$ cat src/rtl/mf_pkg.sv
package mf_pkg;

    typedef enum logic [1:0] {
        OP_ADD  = 2'b00,
        OP_SUB  = 2'b01,
        OP_MUL  = 2'b10,
        OP_NONE = 2'b11
    } mf_op_e;

endpackage

$ cat src/rtl/mf_addsub.sv
// Aligns the smaller-magnitude significand and adds or subtracts.
// Output value = sig_o / 2^(IW-2) * 2^(exp_o - bias).
module mf_addsub #(
    parameter int EXP_W  = 4,
    parameter int FRAC_W = 7,
    parameter int IW     = 18,
    parameter int XW     = 8
) (
    input  logic [EXP_W+FRAC_W:0] a_i,
    input  logic [EXP_W+FRAC_W:0] b_i,
    input  logic                  sub_i,
    output logic                  sign_o,
    output logic signed [XW-1:0]  exp_o,
    output logic [IW-1:0]         sig_o
);
    localparam int W   = 1 + EXP_W + FRAC_W;
    localparam int MW  = FRAC_W + 1;
    localparam int PAD = IW - 1 - MW;

    logic              sb_eff;
    logic              a_big;
    logic              big_s, sml_s;
    logic [EXP_W-1:0]  big_e, sml_e, diff;
    logic [MW-1:0]     big_m, sml_m;
    logic [IW-1:0]     big_w, sml_w, sml_sh, sml_al;
    logic              lost;

    always_comb begin
        sb_eff = b_i[W-1] ^ sub_i;
        a_big  = (a_i[W-2:0] >= b_i[W-2:0]);
        big_s  = a_big ? a_i[W-1] : sb_eff;
        sml_s  = a_big ? sb_eff   : a_i[W-1];
        big_e  = a_big ? a_i[W-2:FRAC_W] : b_i[W-2:FRAC_W];
        sml_e  = a_big ? b_i[W-2:FRAC_W] : a_i[W-2:FRAC_W];
        big_m  = (big_e == '0) ? '0 :
                 {1'b1, (a_big ? a_i[FRAC_W-1:0] : b_i[FRAC_W-1:0])};
        sml_m  = (sml_e == '0) ? '0 :
                 {1'b1, (a_big ? b_i[FRAC_W-1:0] : a_i[FRAC_W-1:0])};
        diff   = big_e - sml_e;
        big_w  = {1'b0, big_m, {PAD{1'b0}}};
        sml_w  = {1'b0, sml_m, {PAD{1'b0}}};
        sml_sh = sml_w >> diff;
        lost   = |(sml_w & ~({IW{1'b1}} << diff));
        sml_al = sml_sh | {{(IW-1){1'b0}}, lost};
        sig_o  = (big_s == sml_s) ? (big_w + sml_al) : (big_w - sml_al);
        sign_o = big_s;
        exp_o  = XW'(big_e);
    end

    // the larger operand never ends below the aligned smaller one
    always_comb begin
        a_r2_align_order: assert (big_w >= sml_al);
    end

endmodule

$ cat src/rtl/mf_mul.sv
// Exact significand product; value = sig_o / 2^(IW-2) * 2^(exp_o - bias).
module mf_mul #(
    parameter int EXP_W  = 4,
    parameter int FRAC_W = 7,
    parameter int IW     = 18,
    parameter int XW     = 8
) (
    input  logic [EXP_W+FRAC_W:0] a_i,
    input  logic [EXP_W+FRAC_W:0] b_i,
    output logic                  sign_o,
    output logic signed [XW-1:0]  exp_o,
    output logic [IW-1:0]         sig_o
);
    localparam int W    = 1 + EXP_W + FRAC_W;
    localparam int MW   = FRAC_W + 1;
    localparam int BIAS = (1 << (EXP_W - 1)) - 1;
    localparam int LOW  = IW - 2 * MW;

    logic [EXP_W-1:0] ea, eb;
    logic [MW-1:0]    ma, mb;
    logic [2*MW-1:0]  prod;

    always_comb begin
        ea     = a_i[W-2:FRAC_W];
        eb     = b_i[W-2:FRAC_W];
        ma     = (ea == '0) ? '0 : {1'b1, a_i[FRAC_W-1:0]};
        mb     = (eb == '0) ? '0 : {1'b1, b_i[FRAC_W-1:0]};
        prod   = ma * mb;
        sig_o  = {prod, {LOW{1'b0}}};
        exp_o  = XW'(ea) + XW'(eb) - XW'(BIAS);
        sign_o = a_i[W-1] ^ b_i[W-1];
    end

    // two nonzero significands give a product in [1, 4)
    always_comb begin
        if (ma != '0 && mb != '0)
            a_r4_prod_range: assert (prod[2*MW-1] || prod[2*MW-2]);
    end

endmodule

$ cat src/rtl/mf_round.sv
// Normalises, rounds to nearest-even, saturates or flushes, and packs.
module mf_round #(
    parameter int EXP_W  = 4,
    parameter int FRAC_W = 7,
    parameter int IW     = 18,
    parameter int XW     = 8
) (
    input  logic                  sign_i,
    input  logic signed [XW-1:0]  exp_i,
    input  logic [IW-1:0]         sig_i,
    output logic [EXP_W+FRAC_W:0] res_o,
    output logic                  ovf_o,
    output logic                  unf_o
);
    localparam int MW  = FRAC_W + 1;
    localparam int LZW = $clog2(IW + 1);
    localparam logic signed [XW-1:0] E_MAX = XW'((1 << EXP_W) - 1);
    localparam logic signed [XW-1:0] E_MIN = XW'(1);

    logic [LZW-1:0]        lz;
    logic [IW-1:0]         norm;
    logic [MW-1:0]         mant, mant_r;
    logic                  guard, sticky;
    logic [MW:0]           rnd;
    logic signed [XW-1:0]  e_n, e_r;

    always_comb begin
        lz = '0;
        for (int i = 0; i < IW; i++) begin
            if (sig_i[i]) lz = LZW'(IW - 1 - i);
        end
        norm   = sig_i << lz;
        mant   = norm[IW-1 -: MW];
        guard  = norm[IW-1-MW];
        sticky = |norm[IW-2-MW:0];
        e_n    = exp_i + XW'(1) - XW'(lz);
        rnd    = {1'b0, mant} + (MW+1)'(guard & (sticky | mant[0]));
        if (rnd[MW]) begin
            mant_r = rnd[MW:1];
            e_r    = e_n + XW'(1);
        end else begin
            mant_r = rnd[MW-1:0];
            e_r    = e_n;
        end
        ovf_o = 1'b0;
        unf_o = 1'b0;
        if (sig_i == '0) begin
            res_o = '0;
        end else if (e_r > E_MAX) begin
            res_o = {sign_i, {EXP_W{1'b1}}, {FRAC_W{1'b1}}};
            ovf_o = 1'b1;
        end else if (e_r < E_MIN) begin
            res_o = {sign_i, {(EXP_W+FRAC_W){1'b0}}};
            unf_o = 1'b1;
        end else begin
            res_o = {sign_i, e_r[EXP_W-1:0], mant_r[FRAC_W-1:0]};
        end
    end

    // the leading-one count must leave a set hidden bit after shifting
    always_comb begin
        if (sig_i != '0)
            a_r2_norm_lead: assert (mant[MW-1]);
    end

endmodule

$ cat src/rtl/mf_alu.sv
module mf_alu #(
    parameter int EXP_W  = 4,
    parameter int FRAC_W = 7
) (
    input  logic                     clk,
    input  logic                     rst_n,
    input  logic [1:0]               op_i,
    input  logic [EXP_W+FRAC_W:0]    a_i,
    input  logic [EXP_W+FRAC_W:0]    b_i,
    output logic [EXP_W+FRAC_W:0]    res_o,
    output logic                     valid_o,
    output logic                     ovf_o,
    output logic                     unf_o
);
    import mf_pkg::*;

    localparam int W  = 1 + EXP_W + FRAC_W;
    localparam int MW = FRAC_W + 1;
    localparam int IW = 2 * MW + 2;
    localparam int XW = EXP_W + 4;

    typedef struct packed {
        logic [W-1:0] res;
        logic         valid;
        logic         ovf;
        logic         unf;
    } out_t;

    out_t out_d, out_q;

    logic                 as_sign, mu_sign, r_sign;
    logic signed [XW-1:0] as_exp, mu_exp, r_exp;
    logic [IW-1:0]        as_sig, mu_sig, r_sig;
    logic [W-1:0]         r_res;
    logic                 r_ovf, r_unf;

    mf_addsub #(.EXP_W(EXP_W), .FRAC_W(FRAC_W), .IW(IW), .XW(XW)) u_addsub (
        .a_i    (a_i),
        .b_i    (b_i),
        .sub_i  (op_i == OP_SUB),
        .sign_o (as_sign),
        .exp_o  (as_exp),
        .sig_o  (as_sig)
    );

    mf_mul #(.EXP_W(EXP_W), .FRAC_W(FRAC_W), .IW(IW), .XW(XW)) u_mul (
        .a_i    (a_i),
        .b_i    (b_i),
        .sign_o (mu_sign),
        .exp_o  (mu_exp),
        .sig_o  (mu_sig)
    );

    always_comb begin
        if (op_i == OP_MUL) begin
            r_sign = mu_sign;
            r_exp  = mu_exp;
            r_sig  = mu_sig;
        end else begin
            r_sign = as_sign;
            r_exp  = as_exp;
            r_sig  = as_sig;
        end
    end

    mf_round #(.EXP_W(EXP_W), .FRAC_W(FRAC_W), .IW(IW), .XW(XW)) u_round (
        .sign_i (r_sign),
        .exp_i  (r_exp),
        .sig_i  (r_sig),
        .res_o  (r_res),
        .ovf_o  (r_ovf),
        .unf_o  (r_unf)
    );

    always_comb begin
        out_d = '0;
        case (op_i)
            OP_ADD, OP_SUB, OP_MUL: begin
                out_d.res   = r_res;
                out_d.valid = 1'b1;
                out_d.ovf   = r_ovf;
                out_d.unf   = r_unf;
            end
            default: out_d = '0;
        endcase
    end

    always_ff @(posedge clk or negedge rst_n) begin
        if (!rst_n) out_q <= '0;
        else        out_q <= out_d;
    end

    assign res_o   = out_q.res;
    assign valid_o = out_q.valid;
    assign ovf_o   = out_q.ovf;
    assign unf_o   = out_q.unf;

    a_r8_none_invalid: assert property (@(posedge clk) disable iff (!rst_n)
        (op_i == OP_NONE) |=> (!valid_o && !ovf_o && !unf_o && res_o == '0));

    a_r6_sat_value: assert property (@(posedge clk) disable iff (!rst_n)
        ovf_o |-> (res_o[W-2:0] == {(W-1){1'b1}} && !unf_o));

    a_r7_flush_value: assert property (@(posedge clk) disable iff (!rst_n)
        unf_o |-> (res_o[W-2:0] == '0));

    a_r5_zero_positive: assert property (@(posedge clk) disable iff (!rst_n)
        (valid_o && res_o[W-2:0] == '0 && !unf_o) |-> !res_o[W-1]);

    a_r4_mul_sign: assert property (@(posedge clk) disable iff (!rst_n)
        (op_i == OP_MUL && a_i[W-2:FRAC_W] != '0 && b_i[W-2:FRAC_W] != '0)
        |=> (res_o[W-1] == $past(a_i[W-1] ^ b_i[W-1])));

endmodule

$ cat config.mk
export PLATFORM = sky130hd
export DESIGN_NAME = mf_alu
export DESIGN_NICKNAME = d
export VERILOG_FILES = /design/src/rtl/mf_pkg.sv /design/src/rtl/mf_addsub.sv /design/src/rtl/mf_mul.sv /design/src/rtl/mf_round.sv /design/src/rtl/mf_alu.sv
export SDC_FILE = /design/constraint.sdc
export NUM_CORES = 1
export LEC_CHECK = 0
export BUFFER_PORTS_ARGS = -buffer_cell sky130_fd_sc_hd__buf_2
export CAP_MARGIN = 0
export CORE_MARGIN = 5
export CORE_UTILIZATION = 40
export DETAILED_ROUTE_END_ITERATION = 8
export MAX_ROUTING_LAYER = met4
export SLEW_MARGIN = 0
export SYNTH_ARGS = -nofsm -noshare
export SYNTH_HDL_FRONTEND = slang
export SYNTH_SLANG_ARGS = --single-unit
$ cat constraint.sdc
create_clock -name clk -period 1.05 [get_ports clk]
set_clock_uncertainty 0.2 [all_clocks]
set_input_delay 0.105 -clock clk [delete_from_list [all_inputs] [get_ports clk]]
set_output_delay 0.105 -clock clk [all_outputs]
set_load 0.05 [all_outputs]
==> summary.md <==
| Metric | Value |
|---|---|
| Final Power | `~34000 uW` |
| Mean area per synthesized cell | `~7.4 um^2` |
| Worst min-delay path class | `primary input to asynchronous set/reset pin` |
| Max-cap violations | `0` |
| Synth Cell Area | `just over 8000 um^2` |
| Largest area contributor in the netlist | `ha_1` |
| Rows | `52` |
| Delay-heaviest family, CP | `adder cells` |
| Critical Path Stages | `39` |
| Antenna diodes | `0` |
| Crit path arrival time | `approximately 8.0 ns` |
| Number of distinct library cells after synthesis | `between 100 and 150` |
| Net switching fraction of the power | `between 40 and 50%` |
| Async set-reset flop share out of synthesis | `100%` |
| Clock sink count | `15` |
| Non-Filler Instances | `around 1800` |
| Largest net degree at the start of global routing | `21` |
| CP Class | `primary input to flop` |
| Req. time, crit path | `0.97 ns` |
| Crit end category | `flop` |
| Clock root cell | `clkbuf_16` |
| GRT Total Usage | `a little over a quarter` |
| Worst Max-Slew Pin Slew | `~0.57 ns` |
| P_sw | `16600 uW` |
| Most frequent cell after synthesis | `inv_1` |
| WP buf/inv | `10` |
| Final WS setup | `-7.05 ns` |
| Largest stage delay on the critical path | `0.55 ns` |
| DIE HEIGHT | `between 150 and 200 um` |
| Final wirelength | `between 30 and 40 mm` |
| Global-route wire length before repair | `slightly above 50 mm` |
| Nets | `1682` |
| Power share of the clock group | `about 2.2%` |
| Main combinational cell family by area after synthesis | `compound AO/OA/AOI/OAI gates` |
| Met2 GRT Util | `43.8%` |
| Routed WL per cell | `between 15 and 20 um` |
| Max H-tree Level | `1` |
| Failing checks | `setup timing` |
| Hold slack | `between 0.1 and 0.15 ns` |
| Logic pwr share | `around 95%` |
| Post-Synth Simple-Gate Area | `between 20 and 30%` |
| Final number of hold-violating endpoints | `0` |
| Status | `finished, violations left` |
| Xor and xnor area share after synthesis | `~4.3%` |
| Max VDD drop | `1390 uV` |
| Vias in the first global route | `about 10000` |
| Final Instance Area | `approximately 13000 um^2` |
| Flop pwr share | `2.8%` |
| Tcrit/Tclk final | `771%` |
| Top Usage Layer GRT | `met2` |
| CP max-delay cell | `fa_1` |
| Gr ovfl total | `0` |
| Worst slack, placed | `-7.41 ns` |
| Period minus WS final | `between 8 and 9 ns` |
| Slew Viols, Final | `0` |
| Boundary pin count | `43` |
| Area share of fa/ha/maj cells after synthesis | `~22%` |
| RSZ-0062 raised after global routing | `true` |
| Layout cell share with drive strength beyond 1 | `between 40% and 50%` |
| Sequential share of the synthesized area | `4.63%` |
| Number of enable flip-flop cells after synthesis | `0` |
| Number of routed nets with antenna violations | `0` |
| Fmax | `about 120 MHz` |
| P_leak | `between 0.006 and 0.007 uW` |
| Share of the synthesized area in the top cell type | `about 13%` |
| PortBufs | `between 40 and 50` |
| DR vias | `between 10000 and 15000` |
| Slew margin rel. | `between 60% and 70%` |
| Clk pin slew, worst setup/hold paths | `~0.05 ns` |
| Num CTS Buffers | `3` |
| Post-synthesis mux area share | `between 3 and 4%` |
| CP Launch Type | `primary input` |
| Iter 0 DRT Violations | `slightly below 800` |
| CTS tree | `done` |
| Crit Path Max Fanout | `8` |
| Final setup violation count | `29` |
| Int Pwr | `roughly 18000 uW` |
| Synthesis-to-finish area growth | `60.4%` |
| Initial core utilization | `around two fifths` |
| Seq cells post-synth | `15` |
| Dpl hpwl | `roughly 24 mm` |
| DRC Markers | `0` |
| Chip width | `roughly 150 um` |
| Post-synthesis cell count | `around 1100` |
| Core area | `approximately 20000 um^2` |
| Via density | `5.73` |
| Most Frequent Cell on Critical Path | `buf_4` |
| Area after DPL | `11700 um^2` |
| GR met3 Demand/Resource | `~2.1%` |
| Grt met1 use | `between 30% and 40%` |
| CTS max path bufs | `2` |
| Compound-cell area share of the yosys netlist | `around 30%` |
| Area contributors post-synth | `ha_1 13%, fa_1 9.6%, a21oi_1 5.1%, dfrtp_1 4.6%, inv_1 4.5%` |
| Die area | `23200 um^2` |
| Routability cong. | `0.954` |
| PD cells | `2630 nW/um^2` |
| Initial antenna violation count | `0` |
| Drt pass-1 iters | `5` |
| Net count after synthesis | `1242` |
| Synth cell count leaders | `97 x inv_1, 88 x nand2_1, 82 x a21oi_1, 82 x ha_1, 57 x nor2_1` |
| Cells after DPL | `~1700` |
| YS warnings | `0` |
| Ys flop type | `dfrtp_1` |
==> metal layers <==
metal / routed length (um) / up-vias
li1: - / 4947
met1: 14000 / 5001
met2: 14800 / 305
met3: 1640 / 70
met4: 714 / 0
met5: 0 / -
==> power by group through the flow <==
stage / clock network [uW] / logic, uW / registers [uW]
floorplan: 0 / 15800 / 1780
global placement: 0 / 27600 / 890
detailed placement: 0 / 27800 / 884
CTS: 741 / 30600 / 963
global route: 758 / 35300 / 984
finish: 743 / 32500 / 959
==> placed cells by master, fill, tap and decap left out, types with 10 or more instances in the layout <==
cell type / synthesis / layout
nand3_1: 34 / 29
o21ai_2: 2 / 16
and2_1: 36 / 30
xor2_1: 12 / 10
nor3_1: 42 / 35
ha_4: 0 / 21
buf_6: 4 / 31
o21a_1: 16 / 15
a21oi_1: 82 / 64
a211o_1: 11 / 11
buf_2: 7 / 24
o211ai_1: 30 / 30
nor2_1: 57 / 49
o21ai_0: 49 / 31
dfrtp_1: 15 / 15
nand4_1: 19 / 19
or3_1: 17 / 15
and3_1: 30 / 27
a31oi_1: 13 / 11
inv_1: 97 / 89
a21oi_2: 2 / 18
nand2_1: 88 / 83
fa_1: 39 / 36
mux2i_1: 14 / 12
buf_4: 4 / 422
nor4_1: 15 / 11
xnor2_1: 26 / 24
ha_1: 82 / 59
==> state kept, by name, summed over array words and instances, names as in the netlist <==
signal / count
ovf_o: 1
res_o: 12
unf_o: 1
valid_o: 1
==> per-stage QoR <==
step	util, %	TNS (ns)
CTS	62.8	-95.25
detailed placement	58.0	-101.63
finish	64.7	-96.64
floorplan	-	-93.05
global route	64.7	-101.30
global placement	58.0	-100.82
==> repair_timing <==
| action | CTS | global route |
|---|---|---|
| endpoints found under the hold margin | 15 | 0 |
| hold buffers | 1 | 0 |
| resized for setup | 107 | 63 |
| setup buffers | 51 | 27 |
| pin swaps | 72 | 71 |
| setup endpoints to repair | 29 | 29 |
| cloned | 2 | 1 |
==> logic make-up after synthesis <==
kind of cell | after synthesis
buffers and inverters | 152
adders and majority gates | 121
xor gates and xnor gates | 39
and+or+nand+nor | 403
DFF | 15
AOI/OAI and AO/OA | 338
muxes | 25
==> final timing paths <==
check,from,to,slack [ns]
worst max-delay path,a_i[9],res_o[6]$_DFF_PN0_,-7.05
worst min-delay path,rst_n,res_o[1]$_DFF_PN0_,0.11
max in group asynchronous,rst_n,res_o[8]$_DFF_PN0_,0.29
min in group clk,b_i[11],res_o[11]$_DFF_PN0_,0.12
==> area by class of cell <==
class / count / area [um^2]
timing repair buffer: 484 / 3750
tap: 270 / 338
multi-input combinational: 928 / 8070
inverter: 101 / 393
clock buffer: 3 / 75.1
fill: 1667 / 7100
sequential: 15 / 375
clock inverter: 1 / 5.00
Power figures use the tool's default switching activity.
